--- config.mk ---
export PLATFORM = sky130hd
export DESIGN_NAME = stimer_unit
export DESIGN_NICKNAME = d
export VERILOG_FILES = /design/src/rtl/stimer_pkg.sv /design/src/rtl/stimer_cmp_reg.sv /design/src/rtl/stimer_cmp.sv /design/src/rtl/stimer_access.sv /design/src/rtl/stimer_unit.sv
export SDC_FILE = /design/constraint.sdc
export NUM_CORES = 1
export LEC_CHECK = 0
export BUFFER_PORTS_ARGS = -buffer_cell sky130_fd_sc_hd__buf_2
export CAP_MARGIN = 40
export CORE_UTILIZATION = 35
export DETAILED_ROUTE_END_ITERATION = 16
export MAX_ROUTING_LAYER = met4
export SLEW_MARGIN = 20
export SYNTH_ARGS = -nofsm -noshare
export SYNTH_HDL_FRONTEND = slang
export SYNTH_SLANG_ARGS = --single-unit
--- constraint.sdc ---
create_clock -name clk_i -period 7.6 [get_ports clk_i]
set_clock_uncertainty 0.05 [all_clocks]
set_input_delay 1.14 -clock clk_i [delete_from_list [all_inputs] [get_ports clk_i]]
set_output_delay 1.14 -clock clk_i [all_outputs]
set_load 0.05 [all_outputs]
--- src/rtl/stimer_pkg.sv ---
package stimer_pkg;
  typedef enum logic [1:0] {
    PRIV_U = 2'b00,
    PRIV_S = 2'b01,
    PRIV_M = 2'b11
  } priv_e;

  localparam int unsigned TIME_W = 64;
  localparam int unsigned ADDR_W = 12;
endpackage

--- src/rtl/stimer_cmp_reg.sv ---
module stimer_cmp_reg #(
  parameter int unsigned W = 64
) (
  input  logic         clk_i,
  input  logic         rst_ni,
  input  logic         we_i,
  input  logic [W-1:0] wdata_i,
  output logic [W-1:0] q_o
);
  always_ff @(posedge clk_i or negedge rst_ni) begin
    if (!rst_ni)   q_o <= '1;
    else if (we_i) q_o <= wdata_i;
  end

  // A register only moves on a granted write; rejected accesses must not leak in.
  p_hold_without_write_r7: assert property (@(posedge clk_i) disable iff (!rst_ni)
    !we_i |=> $stable(q_o));
endmodule

--- src/rtl/stimer_cmp.sv ---
module stimer_cmp #(
  parameter int unsigned W = 64
) (
  input  logic [W-1:0] time_i,
  input  logic [W-1:0] off_i,
  input  logic [W-1:0] cmp_i,
  output logic         pend_o
);
  logic [W-1:0] eff_time;

  assign eff_time = time_i + off_i;  // wraps modulo 2^W
  assign pend_o   = (eff_time >= cmp_i);
endmodule

--- src/rtl/stimer_access.sv ---
module stimer_access
  import stimer_pkg::*;
#(
  parameter int unsigned     AW      = 12,
  parameter logic [AW-1:0]   S_ADDR  = 12'h14D,
  parameter logic [AW-1:0]   VS_ADDR = 12'h24D,
  parameter bit              HAS_H   = 1'b1
) (
  input  logic          clk_i,
  input  logic          rst_ni,
  input  logic [AW-1:0] addr_i,
  input  logic          we_i,
  input  logic          re_i,
  input  logic [1:0]    priv_i,
  input  logic          virt_i,
  input  logic          m_en_i,
  input  logic          h_en_i,
  output logic          s_we_o,
  output logic          vs_we_o,
  output logic          s_rd_o,
  output logic          vs_rd_o,
  output logic          illegal_o
);
  logic hit_s, hit_vs, acc, is_m, is_s;
  logic tgt_s, tgt_vs, bad;
  logic illegal_q;

  assign hit_s  = (addr_i == S_ADDR);
  assign hit_vs = HAS_H && (addr_i == VS_ADDR);
  assign acc    = (we_i | re_i) & (hit_s | hit_vs);
  assign is_m   = (priv_e'(priv_i) == PRIV_M);
  assign is_s   = (priv_e'(priv_i) == PRIV_S);

  always_comb begin
    tgt_s  = 1'b0;
    tgt_vs = 1'b0;
    bad    = 1'b0;
    if (is_m) begin
      tgt_s  = hit_s;
      tgt_vs = hit_vs;
    end else if (!is_s || !m_en_i) begin
      bad = 1'b1;
    end else if (!virt_i) begin
      tgt_s  = hit_s;
      tgt_vs = hit_vs;
    end else if (hit_vs) begin
      bad = 1'b1;
    end else if (HAS_H && h_en_i) begin
      tgt_vs = 1'b1;  // guest view of the supervisor register
    end else begin
      bad = 1'b1;
    end
  end

  assign s_we_o  = acc & we_i & tgt_s  & ~bad;
  assign vs_we_o = acc & we_i & tgt_vs & ~bad;
  assign s_rd_o  = acc & re_i & tgt_s  & ~bad;
  assign vs_rd_o = acc & re_i & tgt_vs & ~bad;

  always_ff @(posedge clk_i or negedge rst_ni) begin
    if (!rst_ni) illegal_q <= 1'b0;
    else         illegal_q <= acc & bad;
  end
  assign illegal_o = illegal_q;

  p_pulse_needs_strobe_r12: assert property (@(posedge clk_i) disable iff (!rst_ni)
    illegal_q |-> $past(we_i | re_i));
  p_machine_never_trapped_r6: assert property (@(posedge clk_i) disable iff (!rst_ni)
    (acc && is_m) |=> !illegal_q);
  p_user_always_trapped_r8: assert property (@(posedge clk_i) disable iff (!rst_ni)
    (acc && priv_e'(priv_i) == PRIV_U) |=> illegal_q);
  p_gated_no_write_r7: assert property (@(posedge clk_i) disable iff (!rst_ni)
    (!m_en_i && !is_m) |-> !(s_we_o || vs_we_o));
endmodule

--- src/rtl/stimer_unit.sv ---
module stimer_unit
  import stimer_pkg::*;
#(
  parameter int unsigned         TW      = TIME_W,
  parameter int unsigned         AW      = ADDR_W,
  parameter logic [AW-1:0]       S_ADDR  = 12'h14D,
  parameter logic [AW-1:0]       VS_ADDR = 12'h24D,
  parameter bit                  HAS_H   = 1'b1
) (
  input  logic          clk_i,
  input  logic          rst_ni,
  input  logic [TW-1:0] time_i,
  input  logic [TW-1:0] vs_time_off_i,
  input  logic [AW-1:0] csr_addr_i,
  input  logic          csr_we_i,
  input  logic          csr_re_i,
  input  logic [TW-1:0] csr_wdata_i,
  output logic [TW-1:0] csr_rdata_o,
  input  logic [1:0]    priv_i,
  input  logic          virt_i,
  input  logic          m_tmr_en_i,
  input  logic          h_tmr_en_i,
  input  logic          sw_s_tip_i,
  input  logic          sw_vs_tip_i,
  output logic          s_tmr_pend_o,
  output logic          vs_tmr_pend_o,
  output logic          s_tip_o,
  output logic          s_tip_wr_o,
  output logic          vs_tip_o,
  output logic          vs_tip_wr_o,
  output logic          h_tmr_en_o,
  output logic          illegal_o
);
  logic          h_eff;
  logic          s_we, vs_we, s_rd, vs_rd;
  logic [TW-1:0] s_cmp_q, vs_cmp_q;

  assign h_eff      = h_tmr_en_i & m_tmr_en_i;
  assign h_tmr_en_o = h_eff;

  stimer_access #(
    .AW(AW), .S_ADDR(S_ADDR), .VS_ADDR(VS_ADDR), .HAS_H(HAS_H)
  ) u_access (
    .clk_i(clk_i), .rst_ni(rst_ni),
    .addr_i(csr_addr_i), .we_i(csr_we_i), .re_i(csr_re_i),
    .priv_i(priv_i), .virt_i(virt_i),
    .m_en_i(m_tmr_en_i), .h_en_i(h_eff),
    .s_we_o(s_we), .vs_we_o(vs_we), .s_rd_o(s_rd), .vs_rd_o(vs_rd),
    .illegal_o(illegal_o)
  );

  stimer_cmp_reg #(.W(TW)) u_s_reg (
    .clk_i(clk_i), .rst_ni(rst_ni), .we_i(s_we), .wdata_i(csr_wdata_i), .q_o(s_cmp_q)
  );

  stimer_cmp #(.W(TW)) u_s_cmp (
    .time_i(time_i), .off_i('0), .cmp_i(s_cmp_q), .pend_o(s_tmr_pend_o)
  );

  generate
    if (HAS_H) begin : g_guest
      stimer_cmp_reg #(.W(TW)) u_vs_reg (
        .clk_i(clk_i), .rst_ni(rst_ni), .we_i(vs_we), .wdata_i(csr_wdata_i), .q_o(vs_cmp_q)
      );
      stimer_cmp #(.W(TW)) u_vs_cmp (
        .time_i(time_i), .off_i(vs_time_off_i), .cmp_i(vs_cmp_q), .pend_o(vs_tmr_pend_o)
      );
    end else begin : g_no_guest
      logic unused_guest;
      assign unused_guest  = ^{vs_we, vs_time_off_i};
      assign vs_cmp_q      = '1;
      assign vs_tmr_pend_o = 1'b0;
    end
  endgenerate

  always_comb begin
    csr_rdata_o = '0;
    if (s_rd)  csr_rdata_o = s_cmp_q;
    if (vs_rd) csr_rdata_o = vs_cmp_q;
  end

  // Pending source: comparator when enabled, software bit otherwise.
  assign s_tip_o     = m_tmr_en_i ? s_tmr_pend_o : sw_s_tip_i;
  assign s_tip_wr_o  = ~m_tmr_en_i;
  assign vs_tip_o    = h_eff ? vs_tmr_pend_o : sw_vs_tip_i;
  assign vs_tip_wr_o = ~h_eff;

  p_s_tip_from_cmp_r4: assert property (@(posedge clk_i) disable iff (!rst_ni)
    m_tmr_en_i |-> (s_tip_o == s_tmr_pend_o && !s_tip_wr_o));
  p_s_tip_from_sw_r5: assert property (@(posedge clk_i) disable iff (!rst_ni)
    !m_tmr_en_i |-> (s_tip_o == sw_s_tip_i && s_tip_wr_o));
  p_h_en_masked_r9: assert property (@(posedge clk_i) disable iff (!rst_ni)
    !m_tmr_en_i |-> !h_tmr_en_o);
  p_vs_tip_gate_r10: assert property (@(posedge clk_i) disable iff (!rst_ni)
    !h_tmr_en_o |-> (vs_tip_o == sw_vs_tip_i && vs_tip_wr_o));
  p_pend_monotonic_r2: assert property (@(posedge clk_i) disable iff (!rst_ni)
    ($past(s_tmr_pend_o) && $stable(s_cmp_q) && time_i >= $past(time_i)) |-> s_tmr_pend_o);
endmodule

* After elaboration in Yosys (flattened, before gate mapping) *
Cells that the tools add are included.

cells by class
  add/subtract/negate cells = 1
  order comparisons = 2
  equality and inequality tests = 4
  muxes and demuxes = 17
  bitwise logic cells = 18
  reduce and logical (&&, ||, !) cells = 3

operators with widths
  cell                                                    count
  greater-or-equal comparator 64 bit                      2
  two-way mux 64 bit                                      2
  adder 64 bit                                            1
  two-way mux 1 bit                                       15
  AND 1 bit                                               13
  equality test 12 x 10 -> 1 bit (second input constant)  1
  equality test 12 x 9 -> 1 bit (second input constant)   1
  NOT 1 bit                                               3
  equality test 2 x 1 -> 1 bit (second input constant)    1
  equality test 2 bit (second input constant)             1
  logical NOT 1 bit                                       2
  OR 1 bit                                                2
  logical OR 1 bit                                        1

storage, ports and cells
  flip-flop bits (word level) = 129
  output and inout bits = 72

* Longest topological paths before layout *
  depth in word-level cells = 10
  depth in mapped cells = 22
  depth with buffers taken out = 22

* Cells and area by module *
From an unflattened synthesis, not the netlist that was laid out.

unflattened totals
  cell total of the unflattened synthesis = 1992
  area total of the unflattened synthesis = 17644.4 um^2

modules (own cells, without submodules)
  module                          instances  cells an instance  area each (um^2)  seq. area each (um^2)
  stimer_cmp at g_guest.u_vs_cmp  1          827                5646.7            0.0
  stimer_cmp at u_s_cmp           1          783                5536.6            0.0
  stimer_cmp_reg                  2          135                2758.9            1681.6
  stimer_unit                     1          89                 738.2             0.0
  stimer_access                   1          23                 205.2             25.0

* Worst setup path before layout *
Ideal clock, no wire load.

  path type = input-to-output
  start point = input time_i[20]
  end point = output vs_tip_o
  arrival = 5.282 ns
  path slack = 1.128 ns
  cell stages on the path = 19
  path buffers = 1
  cell sequence = ha_1 -> buf_4 -> a21oi_1 -> o21ai_0 -> a21oi_1 -> a21oi_1 -> a211oi_1 -> o31ai_4 -> a41oi_2 -> o21ai_1 -> a21oi_1 -> xnor2_1 -> ha_1 -> nand4_1 -> o21ai_0 -> a2111oi_0 -> a2111oi_0 -> o21ai_1 -> a31oi_1

on the way
  longest elaborated chain between the ends = 3

RTL lines
  what                                RTL line           RTL
  start, declared                     stimer_unit.sv:12  input logic [TW-1:0] time_i,
  adder 64 bit                        stimer_cmp.sv:11   assign eff_time = time_i + off_i;
  greater-or-equal comparator 64 bit  stimer_cmp.sv:12   assign pend_o = (eff_time >= cmp_i);
  two-way mux 1 bit                   stimer_unit.sv:85  assign vs_tip_o = h_eff ? vs_tmr_pend_o : sw_vs_tip_i;
  end, declared                       stimer_unit.sv:29  output logic vs_tip_o,

No other way between the ends.

* Final worst setup path *
  start point = input time_i[4]
  end point = output vs_tip_o

The elaborated chain is that of the path after synthesis.

==> results.json <==
{
  "syn2layout_area_growth_pct": 19.8,
  "slowest_stage": "a2111oi_0",
  "outcome": "finished, final reports clean",
  "layout_commonest_cell": "buf_2",
  "hold_start": "u_s_reg.q_o[60]",
  "power.internal_mw": 1.44,
  "cts_sinks": 129,
  "synth_edf_count": 0,
  "worst_pin_slew_ns": 0.681,
  "grt-ovfl-total": 0,
  "setup_viol": 0,
  "crit_start": "time_i[4]",
  "regArea_um2": 3390,
  "wl_per_cell_um": 18.3,
  "rsz0062_at_grt": "no",
  "hold_viol": 0,
  "path_clk_slew_ns": 0.06,
  "r2r_start": "u_s_reg.q_o[59]",
  "portBuffers": 286,
  "ys_seq_area_share_pct": 27.2,
  "cp-start-kind": "input port",
  "whs_path_depth": 2,
  "dr.pass1.iters": 8,
  "htree_levels": 4,
  "grt_pass1_wl_um": 61900,
  "place_hpwl_um": 32100,
  "dieArea_um2": 36400,
  "dieWidth_um": 191,
  "postSynthCellCount": 1420,
  "gp_congestion": 0.910,
  "worstSkewPairLatency_ns": 0.44,
  "synth_nets": 1827,
  "regToRegEndpoint": "u_s_reg.q_o[59]",
  "rows": 68,
  "numCtsBuffers": 17,
  "final_nets": 2089,
  "drc": 0,
  "ys_ff_latch": 129,
  "endpoint_kind": "output port",
  "cp_top_family": "compound AO/OA/AOI/OAI gates",
  "min_to": "u_s_reg.q_o[60]",
  "cellPowerDensity_nw_per_um2": 145,
  "p_sw_share_pct": 33.5,
  "pwr-share-seq_pct": 32.1,
  "fin_util_pct": 42.9,
  "fin_setup_tns_ns": 0,
  "clockPowerShare_pct": 37.0,
  "hp-class": "flip-flop to flip-flop",
  "reg2reg_depth": 2,
  "cpPeakStageDelay_ns": 0.44,
  "synth.area.top_cells": "dfstp_2 (27%), ha_1 (19%), a21o_1 (5.6%), inv_1 (4.5%), a22o_1 (4.5%)",
  "cts_tree": "done",
  "drv_slew": 0,
  "crit_chain": "buf_2 -> ha_1 -> a21o_1 -> a31oi_1 -> a311o_1 -> a31oi_4 -> a21oi_2 -> o31ai_4 -> a41oi_2 -> o21ai_1 -> a21oi_1 -> xnor2_1 -> ha_1 -> nand4_1 -> o21ai_0 -> a2111oi_0 -> a2111oi_0 -> buf_4 -> o21ai_1 -> a31oi_1 -> buf_2",
  "fmax_mhz": 142,
  "cp_max_fo": 5,
  "fillers": 3490,
  "viasPerCell": 5.31,
  "dominantRegCellSynth": "dfstp_2",
  "first_iter_violations": 561,
  "synth_top_area_share_pct": 27.0,
  "core-area_um2": 34800,
  "final_cell_mix": "buf_2 (285), ha_1 (191), inv_1 (150)",
  "post-route-period-util_pct": 92.5,
  "via_count": 11400,
  "critPathBufInv": 3,
  "r2r_slack_ns": 6.64,
  "netlist_area_um2": 12500,
  "slew_headroom_pct": 54.6,
  "antenna_found_initial": 1,
  "grt_usage_pct": 22.6,
  "io_pins": 287,
  "p_leak_nw": 7.63,
  "critical_path_arrival_ns": 5.84,
  "grt_max_degree": 67,
  "combPwrFrac_pct": 30.9,
  "grt_pass1_vias": 11500,
  "start_util_pct": 35.8,
  "post_route_cells_drive_above_1_share_pct": 29.8,
  "irDropWorstVdd_mv": 0.163,
  "clock_path_buffers": 2,
  "routed_wl_um": 39400,
  "period_needed_ns": 7.03,
  "detail-route-antenna-nets": 0,
  "synth_top_area_cell": "dfstp_2",
  "syn_area_per_cell_um2": 8.78,
  "crit_type": "input port to output port",
  "p_sw_uw": 726,
  "clockRootBuffer": "clkbuf_16",
  "async_flop_share_pct": 100,
  "worst_ep_required_time_ns": 6.41,
  "multi_input_area_um2": 8250,
  "ys_types": 78,
  "maxCapViolCount": 0,
  "die_h_um": 191,
  "yosysWarnings": 0
}
[power groups by stage]
stage	Combinational [mW]	Sequential, mW	Clock (mW)
5_1_grt	0.756	0.694	0.850
2_1_floorplan	0.456	0.704	0
3_5_place_dp	0.664	0.704	0
3_3_place_gp	0.656	0.704	0
4_1_cts	0.669	0.694	0.822
6_report	0.670	0.694	0.802
[final cells by class]
cell class	instances	share of cell area, %
antenna	1	0.0168
clock buffer	19	2.97
clock inverter	13	0.754
inverter	150	3.77
multi-input combinational	1085	55.2
sequential	129	22.7
tap	455	3.81
timing repair buffer	299	10.8
[per-layer routing]
metal / part of all wire, % / vias to the layer above / global-route usage, %
met4: 2.0 / 0 / 6.83
met1: 47 / 5456 / 28.9
met3: 3.1 / 51 / 2.52
li1: - / 5661 / -
met5: 0 / - / -
met2: 48 / 245 / 37.3
[Yosys cell counts (21+ instances only)]
library cell,n
mux2_2,27
nand2_1,126
ha_1,191
xnor2_1,34
nor2_1,57
o21ai_0,96
mux2_1,39
a22o_1,64
o21ai_1,21
a21o_1,93
xor2_1,27
clkbuf_1,35
dfstp_2,128
a21oi_1,102
inv_1,150
nand4_1,45
[worst reg2reg max path, cell delays in order (launching register included)]
cell and delay (ns):
dfstp_2 0.53, inv_1 0.06, o21ai_0 0.22
[what timing repair did]
| item | CTS | global route |
|---|---|---|
| setup endpoints to repair | 0 | 1 |
| hold endpoints to repair | 0 | 0 |
| hold buffers | 0 | 0 |
| resized for setup | 0 | 1 |
| buffers inserted | 0 | 0 |
[metrics by stage]
step / hold WS [ns] / setup WS [ns] / cell area [um2] / power, mW / std cells
floorplan: 0.424 / 1.13 / 12500 / 1.16 / 1420
global placement: 0.447 / 0.548 / 14300 / 1.36 / 2113
detailed placement: 0.455 / 0.474 / 14300 / 1.37 / 2116
CTS: 0.463 / 0.401 / 14900 / 2.19 / 2148
global route: 0.477 / 0.0587 / 14900 / 2.30 / 2151
finish: 0.463 / 0.568 / 14900 / 2.17 / 2151
[sequential cells by signal, indices dropped and copies added, names as in the netlist]
name and count:
g_guest.u_vs_reg.q_o 64, u_s_reg.q_o 64, u_access.illegal_o 1
[how the worst max path moves through the flow]
stage / to / slack (ns) / cells past startpoint
floorplan: vs_tip_o / 1.13 / 19
global placement: vs_tip_o / 0.55 / 24
detailed placement: vs_tip_o / 0.47 / 24
CTS: vs_tip_o / 0.40 / 24
global route: vs_tmr_pend_o / 0.06 / 21
finish: vs_tip_o / 0.57 / 21
[cell families (layout without fill, tap and decap cells)]
| kind of cell | count (synthesis) | after routing | share of synthesized area [%] |
|---|---|---|---|
| AO/OA/AOI/OAI | 453 | 453 | 24.4 |
| AND/OR/NAND/NOR | 313 | 313 | 12.1 |
| buffers and inverters | 206 | 481 | 6.73 |
| adder cells (fa/ha/maj) | 192 | 192 | 19.3 |
| flip-flops | 129 | 129 | 27.2 |
| multiplexers | 66 | 66 | 5.96 |
| XOR/XNOR | 61 | 61 | 4.29 |
| other | 0 | 1 | 0 |
Note: power is estimated with default switching activity, not from simulation.
